`src/rtl/exr_pkg.sv`:
```
package exr_pkg;
   localparam int DUTY_W = 8;
   typedef logic [DUTY_W-1:0] duty_t;
   localparam duty_t DUTY_MAX = '1;
endpackage

```
`src/rtl/exr_period_gen.sv`:
```
module exr_period_gen #(
   parameter int PERIOD = 256
) (
   input  logic                      clk_i,
   input  logic                      rst_ni,
   input  logic                      restart_i,
   output logic [$clog2(PERIOD)-1:0] pcnt_o,
   output logic                      match_o
);
   localparam int PCW = $clog2(PERIOD);
   localparam logic [PCW-1:0] LAST = PCW'(PERIOD - 1);

   logic [PCW-1:0] cnt_q;

   generate
      if (PERIOD < 2) begin : g_bad_period
         $error("exr_period_gen: PERIOD must be at least 2");
      end
   endgenerate

   always_ff @(posedge clk_i or negedge rst_ni) begin
      if (!rst_ni)            cnt_q <= '0;
      else if (restart_i)     cnt_q <= '0;
      else if (cnt_q == LAST) cnt_q <= '0;
      else                    cnt_q <= cnt_q + 1'b1;
   end

   assign pcnt_o  = cnt_q;
   assign match_o = (cnt_q == LAST);

   // every period end or restart is followed by the first clock of a period
   a_r5_period_wrap: assert property (@(posedge clk_i) disable iff (!rst_ni)
      (match_o || restart_i) |=> (pcnt_o == '0));
endmodule

```
`src/rtl/exr_postscaler.sv`:
```
module exr_postscaler #(
   parameter int SEG_LEN   = 140,
   parameter int MAX_SHIFT = 7
) (
   input  logic clk_i,
   input  logic rst_ni,
   input  logic restart_i,
   input  logic match_i,
   input  logic hold_i,
   output logic step_o
);
   localparam int PSW = MAX_SHIFT + 1;
   localparam int SGW = $clog2(SEG_LEN + 1);
   localparam int SHW = $clog2(MAX_SHIFT + 2);
   localparam logic [SGW-1:0] SEG_LAST = SGW'(SEG_LEN - 1);
   localparam logic [SHW-1:0] SH_TOP   = SHW'(MAX_SHIFT);

   generate
      if (SEG_LEN < 1) begin : g_bad_seg
         $error("exr_postscaler: SEG_LEN must be at least 1");
      end
      if (MAX_SHIFT < 0 || MAX_SHIFT > 15) begin : g_bad_shift
         $error("exr_postscaler: MAX_SHIFT must lie in 0..15");
      end
   endgenerate

   logic           run_q;
   logic [PSW-1:0] psc_q;
   logic [SGW-1:0] seg_q;
   logic [SHW-1:0] shift_q;
   logic [PSW-1:0] fmask;
   logic           en;
   logic           seg_wrap;

   always_comb begin
      for (int i = 0; i < PSW; i++) begin
         fmask[i] = (SHW'(i) < shift_q);
      end
   end

   assign en       = match_i && run_q && !hold_i;
   assign step_o   = en && (psc_q == fmask);
   assign seg_wrap = (seg_q == SEG_LAST);

   always_ff @(posedge clk_i or negedge rst_ni) begin
      if (!rst_ni) begin
         run_q   <= 1'b0;
         psc_q   <= '0;
         seg_q   <= '0;
         shift_q <= '0;
      end else if (restart_i) begin
         run_q   <= 1'b1;
         psc_q   <= '0;
         seg_q   <= '0;
         shift_q <= '0;
      end else if (en) begin
         psc_q <= step_o ? '0 : psc_q + 1'b1;
         if (seg_wrap) begin
            seg_q <= '0;
            if (shift_q < SH_TOP) shift_q <= shift_q + 1'b1;
         end else begin
            seg_q <= seg_q + 1'b1;
         end
      end
   end

   // counters advance only on a period-end pulse
   a_r8_count_on_match: assert property (@(posedge clk_i) disable iff (!rst_ni)
      (!match_i && !restart_i) |=> ($stable(psc_q) && $stable(seg_q)));
   // counting is frozen once the ramp has saturated
   a_r6_frozen: assert property (@(posedge clk_i) disable iff (!rst_ni)
      (hold_i && !restart_i) |=> ($stable(psc_q) && $stable(shift_q)));
   // the exponent only holds or rises by one, and never passes its ceiling
   a_r4_no_skip: assert property (@(posedge clk_i) disable iff (!rst_ni)
      !restart_i |=> ((shift_q == $past(shift_q)) ||
                      (shift_q == $past(shift_q) + SHW'(1))));
   a_r4_ceiling: assert property (@(posedge clk_i) disable iff (!rst_ni)
      shift_q <= SH_TOP);
endmodule

```
`src/rtl/exr_duty.sv`:
```
module exr_duty
   import exr_pkg::*;
#(
   parameter int PERIOD = 256
) (
   input  logic                      clk_i,
   input  logic                      rst_ni,
   input  logic                      restart_i,
   input  logic                      step_i,
   input  logic [$clog2(PERIOD)-1:0] pcnt_i,
   output logic                      pwm_o,
   output logic                      done_o
);
   localparam int PCW = $clog2(PERIOD);
   localparam int PRW = DUTY_W + PCW + 1;

   duty_t          duty_q;
   logic           done_q;
   logic [PCW-1:0] thr;

   generate
      if (PERIOD == (1 << DUTY_W)) begin : g_thr_direct
         assign thr = duty_q;
      end else begin : g_thr_scaled
         logic [PRW-1:0] prod;
         assign prod = PRW'(duty_q) * PRW'(PERIOD);
         assign thr  = prod[PCW+DUTY_W-1:DUTY_W];
      end
   endgenerate

   always_ff @(posedge clk_i or negedge rst_ni) begin
      if (!rst_ni) begin
         duty_q <= '0;
         done_q <= 1'b0;
      end else if (restart_i) begin
         duty_q <= '0;
         done_q <= 1'b0;
      end else if (step_i && duty_q != DUTY_MAX) begin
         duty_q <= duty_q + 1'b1;
         if (duty_q == DUTY_MAX - 1'b1) done_q <= 1'b1;
      end
   end

   assign pwm_o  = (duty_q == DUTY_MAX) || (pcnt_i < thr);
   assign done_o = done_q;

   // the duty value moves only on a rollover step
   a_r5_duty_on_step: assert property (@(posedge clk_i) disable iff (!rst_ni)
      (!step_i && !restart_i) |=> $stable(duty_q));
   // done is held until restart
   a_r6_done_held: assert property (@(posedge clk_i) disable iff (!rst_ni)
      (done_q && !restart_i) |=> done_q);
   // saturated ramp keeps the output high
   a_r2_full_high: assert property (@(posedge clk_i) disable iff (!rst_ni)
      done_o |-> pwm_o);
endmodule

```
`src/rtl/exp_ramp_pwm.sv`:
```
module exp_ramp_pwm #(
   parameter int PERIOD    = 68670,
   parameter int SEG_LEN   = 140,
   parameter int MAX_SHIFT = 7
) (
   input  logic clk_i,
   input  logic rst_ni,
   input  logic start_i,
   output logic pwm_o,
   output logic done_o
);
   localparam int PCW = $clog2(PERIOD);

   logic [PCW-1:0] pcnt;
   logic           match;
   logic           step;

   exr_period_gen #(.PERIOD(PERIOD)) i_period (
      .clk_i     (clk_i),
      .rst_ni    (rst_ni),
      .restart_i (start_i),
      .pcnt_o    (pcnt),
      .match_o   (match)
   );

   exr_postscaler #(.SEG_LEN(SEG_LEN), .MAX_SHIFT(MAX_SHIFT)) i_post (
      .clk_i     (clk_i),
      .rst_ni    (rst_ni),
      .restart_i (start_i),
      .match_i   (match),
      .hold_i    (done_o),
      .step_o    (step)
   );

   exr_duty #(.PERIOD(PERIOD)) i_duty (
      .clk_i     (clk_i),
      .rst_ni    (rst_ni),
      .restart_i (start_i),
      .step_i    (step),
      .pcnt_i    (pcnt),
      .pwm_o     (pwm_o),
      .done_o    (done_o)
   );

   // nothing is output before the first start
   a_r1_idle_quiet: assert property (@(posedge clk_i) disable iff (!rst_ni)
      (!done_o && !pwm_o && !start_i && !step) |=> !done_o);
endmodule

```
`config.mk`:
```
export PLATFORM = sky130hd
export DESIGN_NAME = exp_ramp_pwm
export DESIGN_NICKNAME = d
export VERILOG_FILES = /design/src/rtl/exr_pkg.sv /design/src/rtl/exr_period_gen.sv /design/src/rtl/exr_postscaler.sv /design/src/rtl/exr_duty.sv /design/src/rtl/exp_ramp_pwm.sv
export SDC_FILE = /design/constraint.sdc
export NUM_CORES = 1
export LEC_CHECK = 0
export BUFFER_PORTS_ARGS = -buffer_cell sky130_fd_sc_hd__buf_2
export CAP_MARGIN = 20
export CORE_MARGIN = 2
export CORE_UTILIZATION = 54
export DETAILED_ROUTE_END_ITERATION = 10
export PLACE_DENSITY = 0.75
export SYNTH_ARGS = -nofsm -noshare
export SYNTH_HDL_FRONTEND = slang
export SYNTH_SLANG_ARGS = --single-unit
```
`constraint.sdc`:
```
create_clock -name clk_i -period 4.5 [get_ports clk_i]
set_input_delay 0 -clock clk_i [delete_from_list [all_inputs] [get_ports clk_i]]
set_output_delay 0 -clock clk_i [all_outputs]
set_load 0.02 [all_outputs]
```
# Word level (Yosys, flattened, before mapping)
# Cells that the tools add are included.
# totals
regBits,47
in_bits,3
output_inout_bits,2
wordCells,59
# classes
addsub,5
multipliers,1
n_lt_le_gt_ge,10
eq_ne,6
muxes,17
reduce_logical,13
# ops
operator,n
$mux 8,8
$mux 17,2
$add 8x1->8 const B,3
$eq 8x8->1 const B,3
$mul 8x16->24 const B,1
$add 17x1->17 const B,1
$eq 17x17->1 const B,1
$lt 17x17->1,1
$lt 3x4->1 const A,4
$mux 4,4
$reduce_bool 2->1,5
$eq 8x8->1,1
$lt 1x4->1 const A,2
$lt 2x4->1 const A,2
$ne 8x8->1 const B,1
$add 4x1->4 const B,1
$logic_and 1x1->1,4
$lt 4x3->1 const B,1
$mux 1,3
$reduce_and 3->1,1
$reduce_and 2->1,1
$logic_not 1->1,1
$logic_or 1x1->1,1

# Longest topological paths before layout
# logic_depth
word_depth,7
mapped_depth,22

# By module
# From an unflattened synthesis, not the netlist that was laid out.
# hier_totals
hier_cells,508
hier_area_um2,4693.3
# by_module_without_submodules
mod,n_inst,cells_per_inst,area_each_um2
exr_duty,1,280,2526.2
exr_postscaler,1,139,1268.7
exr_period_gen,1,89,898.4

# Least setup slack after synthesis
# OpenSTA, ideal clock, no wires.
# synth_path
kind,flip-flop to output port
from,register i_duty.duty_q[5]
to,output pwm_o
t_arrival_ps,4936
required_time_ps,4500
setup_slack_ps,-436
stages_incl_launch_ff,21
n_path_buf,1
path_cell_list,dfrtp_1 -> fa_1 -> inv_1 -> fa_1 -> fa_1 -> inv_1 -> ha_1 -> ha_1 -> clkbuf_1 -> a21o_1 -> a41o_1 -> a221oi_1 -> nand2b_1 -> o311ai_0 -> xnor2_1 -> ha_1 -> a21o_1 -> a21o_1 -> a21oi_1 -> o21ai_0 -> nor2_1
# synth_via
elab_chain_len,3
word_cells_on_any_way,4
classes_between,mul (1); order compare (1); eq/ne (1); reduce/logical (1)
# synth_rtl
item,line,text
start: declaration,exr_duty.sv:17,duty_t duty_q;
start signal: assignment,exr_duty.sv:39,duty_q <= duty_q + 1'b1;
$mul 8x16->24,exr_duty.sv:26,assign prod = PRW'(duty_q) * PRW'(PERIOD);
$lt 17x17->1,exr_duty.sv:44,assign pwm_o = (duty_q == DUTY_MAX) || (pcnt_i < thr);
$logic_or 1x1->1 (*),exr_duty.sv:44,
end: declaration,exp_ramp_pwm.sv:9,"output logic pwm_o,"
# Mark *: on every way between the ends. The rest lies on a longest branch, timed or not.

# Worst setup path after layout
# layout_path
from,register i_duty.duty_q[2]
to,output pwm_o
# Same word-level chain as after synthesis.

==> impl_metrics.env <==
export IMPL_synthFlopType="dfrtp_1"
export IMPL_r2r_end="i_duty.duty_q[7]$_DFFE_PN0P_"
export IMPL_cp_data_arrival_time_ns=5.18
export IMPL_initial_core_util_pct=55.7
export IMPL_rows=34
export IMPL_drt_wl_total_um=11500
export IMPL_synth_edff_count=0
export IMPL_final_hold_violation_count=0
export IMPL_finalCriticalPeriod_ns=5.18
export IMPL_die_x_um=99.1
export IMPL_grt_pass1_vias=4194
export IMPL_worst_slew_pin_slew_ns=0.710
export IMPL_start_kind="register"
export IMPL_holdCritPathClass="in -> async"
export IMPL_fmaxAchievable_ghz=0.193
export IMPL_layout_nets=697
export IMPL_wire_per_inst_um=16.3
export IMPL_yosys_top_cells_area="dfrtp_1, ha_1, fa_1, inv_1, nor2_1"
export IMPL_multiInputGateArea_sq_um=3580
export IMPL_finalPower_mw=0.854
export IMPL_synth_cells=553
export IMPL_ir_drop_mv=0.105
export IMPL_clock_path_buffers=2
export IMPL_reg2reg_slack_ns=1.86
export IMPL_cts_tree="built"
export IMPL_critPathKind="reg -> out"
export IMPL_cts_sinks=47
export IMPL_synthesis_area_sq_um=4880
export IMPL_syn_nets=651
export IMPL_route_detailed_drc=0
export IMPL_clockRootBuffer="clkbuf_8"
export IMPL_violations="negative setup slack"
export IMPL_viasPerCell=6.05
export IMPL_gp_congestion=0.923
export IMPL_power_density_nw_per_um2=150
export IMPL_rsz0062_at_grt="yes"
export IMPL_setup_viol=1
export IMPL_maxSlewViolCount=0
export IMPL_end_kind="output pin"
export IMPL_cap_violations=0
export IMPL_die_y_um=99.1
export IMPL_async_flop_share_pct=100
export IMPL_finalCritPeriodShare_pct=115
export IMPL_core_sq_um=8760
export IMPL_r2r_start="i_period.pcnt_o[0]$_DFF_PN0_"
export IMPL_ys_ff_latch=47
export IMPL_numCtsBuffers=5
export IMPL_dieArea_sq_um=9820
export IMPL_synth_top_area_share_pct=24.1
export IMPL_io_pins=5
export IMPL_hold_slack_ns=0.114
export IMPL_num_antenna_cells=0
export IMPL_dp_hpwl_um=8980
export IMPL_grt_max_degree=48
export IMPL_slew_headroom_pct=52.2
export IMPL_layout_common_cells="ha_1, inv_1, buf_4"
export IMPL_required_ns=4.50
export IMPL_vias=4285
export IMPL_area_growth_pct=16.3
export IMPL_grt_overflow_total=0
export IMPL_skew_ns=0.00652
export IMPL_status="finished, violations left"
export IMPL_synth_warnings=0
export IMPL_setup_ws_ns=-0.677
export IMPL_num_fill_cells=712
export IMPL_worst_r2r_path_depth=7
export IMPL_synth_area_leader_cell="dfrtp_1"
export IMPL_drtIter0Drc=123
export IMPL_ant_nets=0
export IMPL_drive_gt1_share_pct=17.8
export IMPL_fin_area_sq_um=5680
export IMPL_syn_avg_cell_area_sq_um=8.83
export IMPL_placed_area_sq_um=5350
export IMPL_seq_area_frac_synth_pct=24.1
export IMPL_port_buffer_count=4
export IMPL_layout_commonest_cell="ha_1"
export IMPL_htreeDepth=2
export IMPL_leakagePower_nw=2.84
export IMPL_clkLatencyLatePin_ns=0.31
export IMPL_tns_ns=-0.677
export IMPL_place_ws_ns=-0.556
export IMPL_seqCellArea_sq_um=1180
export IMPL_cp_max_fo=4
export IMPL_grt_antenna_before_repair=0
export IMPL_grt_pass1_wl_um=19500
export IMPL_grt_usage_pct=24.0
export IMPL_clkTransAtPathRegs_ns=0.09
export IMPL_dr_pass1_iters=4
export IMPL_synthDistinctLibCells=65
## registers in the layout, summed over array words and instances (netlist names)
name,cells
i_post.run_q,1
i_period.pcnt_o,17
i_post.seg_q,8
i_post.psc_q,8
i_duty.done_o,1
i_post.shift_q,4
i_duty.duty_q,8
## cells in the mapped netlist (4+ instances only)
| library cell | n |
|---|---|
| mux2i_1 | 6 |
| mux2_2 | 4 |
| xnor2_1 | 12 |
| a21oi_1 | 25 |
| nor2_1 | 46 |
| nor2b_1 | 5 |
| nand4_1 | 16 |
| a21o_1 | 10 |
| fa_1 | 17 |
| or2_2 | 4 |
| nand3_1 | 20 |
| nand2b_1 | 8 |
| and2_1 | 6 |
| dfrtp_1 | 47 |
| o31ai_1 | 7 |
| inv_1 | 56 |
| nor4_1 | 7 |
| nor4b_1 | 5 |
| xor2_1 | 16 |
| or3_1 | 6 |
| ha_1 | 78 |
| nor3_1 | 10 |
| nand3b_1 | 4 |
| clkbuf_1 | 13 |
| and3_1 | 9 |
| o21ai_0 | 32 |
| nand2_1 | 32 |
## metrics by stage
stage / std cells / utilization, %
after floorplan: 553 / -
after global placement: 697 / 61.0
after detailed placement: 697 / 61.0
after CTS: 707 / 63.5
after global routing: 708 / 64.8
final: 708 / 64.8
## report_power, final
group	internal, mW	switching [mW]
Clock	0.222	0.153
Sequential	0.424	0.00524
Combinational	0.0190	0.0307
## kinds of logic after synthesis
family | Yosys count | share of synthesized area, %
flip-flops | 47 | 24.1
buffers and inverters | 74 | 6.00
multiplexers | 10 | 2.15
AND/OR/NAND/NOR | 193 | 21.2
adder cells (fa/ha/maj) | 95 | 27.0
XOR/XNOR | 28 | 5.02
AO/OA/AOI/OAI | 106 | 14.6
## cell type report
cell class              instances  area share (%)
inverters                      56            3.70
clock inverters                 2            1.06
flip-flops and latches         47            20.7
multi-input cells             432            63.1
repair buffers                 57            7.73
clock buffers                   6            1.28
well taps                     108            2.38
## layer usage
layer / vias to the layer above / part of all wire [%] / wire length [um] / GRT usage (%)
met2: 61 / 50 / 5750 / 39.9
met1: 2147 / 47 / 5390 / 33.3
met5: - / 0 / 0 / 0
li1: 2061 / - / - / -
met3: 16 / 2.0 / 234 / 2.53
met4: 0 / 1.5 / 177 / 6.64
## worst max path at each step
stage	startpoint	to	slack (ns)	depth (start not counted)
2_1_floorplan	i_duty.duty_q[6]$_DFFE_PN0P_	pwm_o	-0.21	20
3_3_place_gp	i_duty.duty_q[2]$_DFFE_PN0P_	pwm_o	-0.46	20
3_5_place_dp	i_duty.duty_q[2]$_DFFE_PN0P_	pwm_o	-0.56	21
4_1_cts	i_duty.duty_q[4]$_DFFE_PN0P_	pwm_o	-0.68	21
5_1_grt	i_duty.duty_q[2]$_DFFE_PN0P_	pwm_o	-0.91	21
6_report	i_duty.duty_q[2]$_DFFE_PN0P_	pwm_o	-0.68	20
## repair_timing
action,4_1_cts,5_1_grt
hold buffers,1,0
pin swaps,18,29
setup buffers,1,0
hold endpoints to repair,47,0
setup endpoints to repair,1,1
resized for setup,18,15
## worst max-delay path, stage by stage (launching register included)
cell and delay [ns]:
dfrtp_1 0.41, fa_1 0.54, ha_1 0.31, inv_2 0.04
fa_1 0.48, fa_1 0.55, inv_2 0.05, ha_4 0.25
nand4b_1 0.14, o22ai_4 0.26, o21ai_2 0.09, o31ai_2 0.24
buf_4 0.17, a31oi_4 0.07, xor2_1 0.18, ha_1 0.32
nand4_1 0.12, o21a_1 0.22, a211oi_2 0.24, nor2_2 0.05
buf_6 0.13
(Power assumes the default switching activity.)
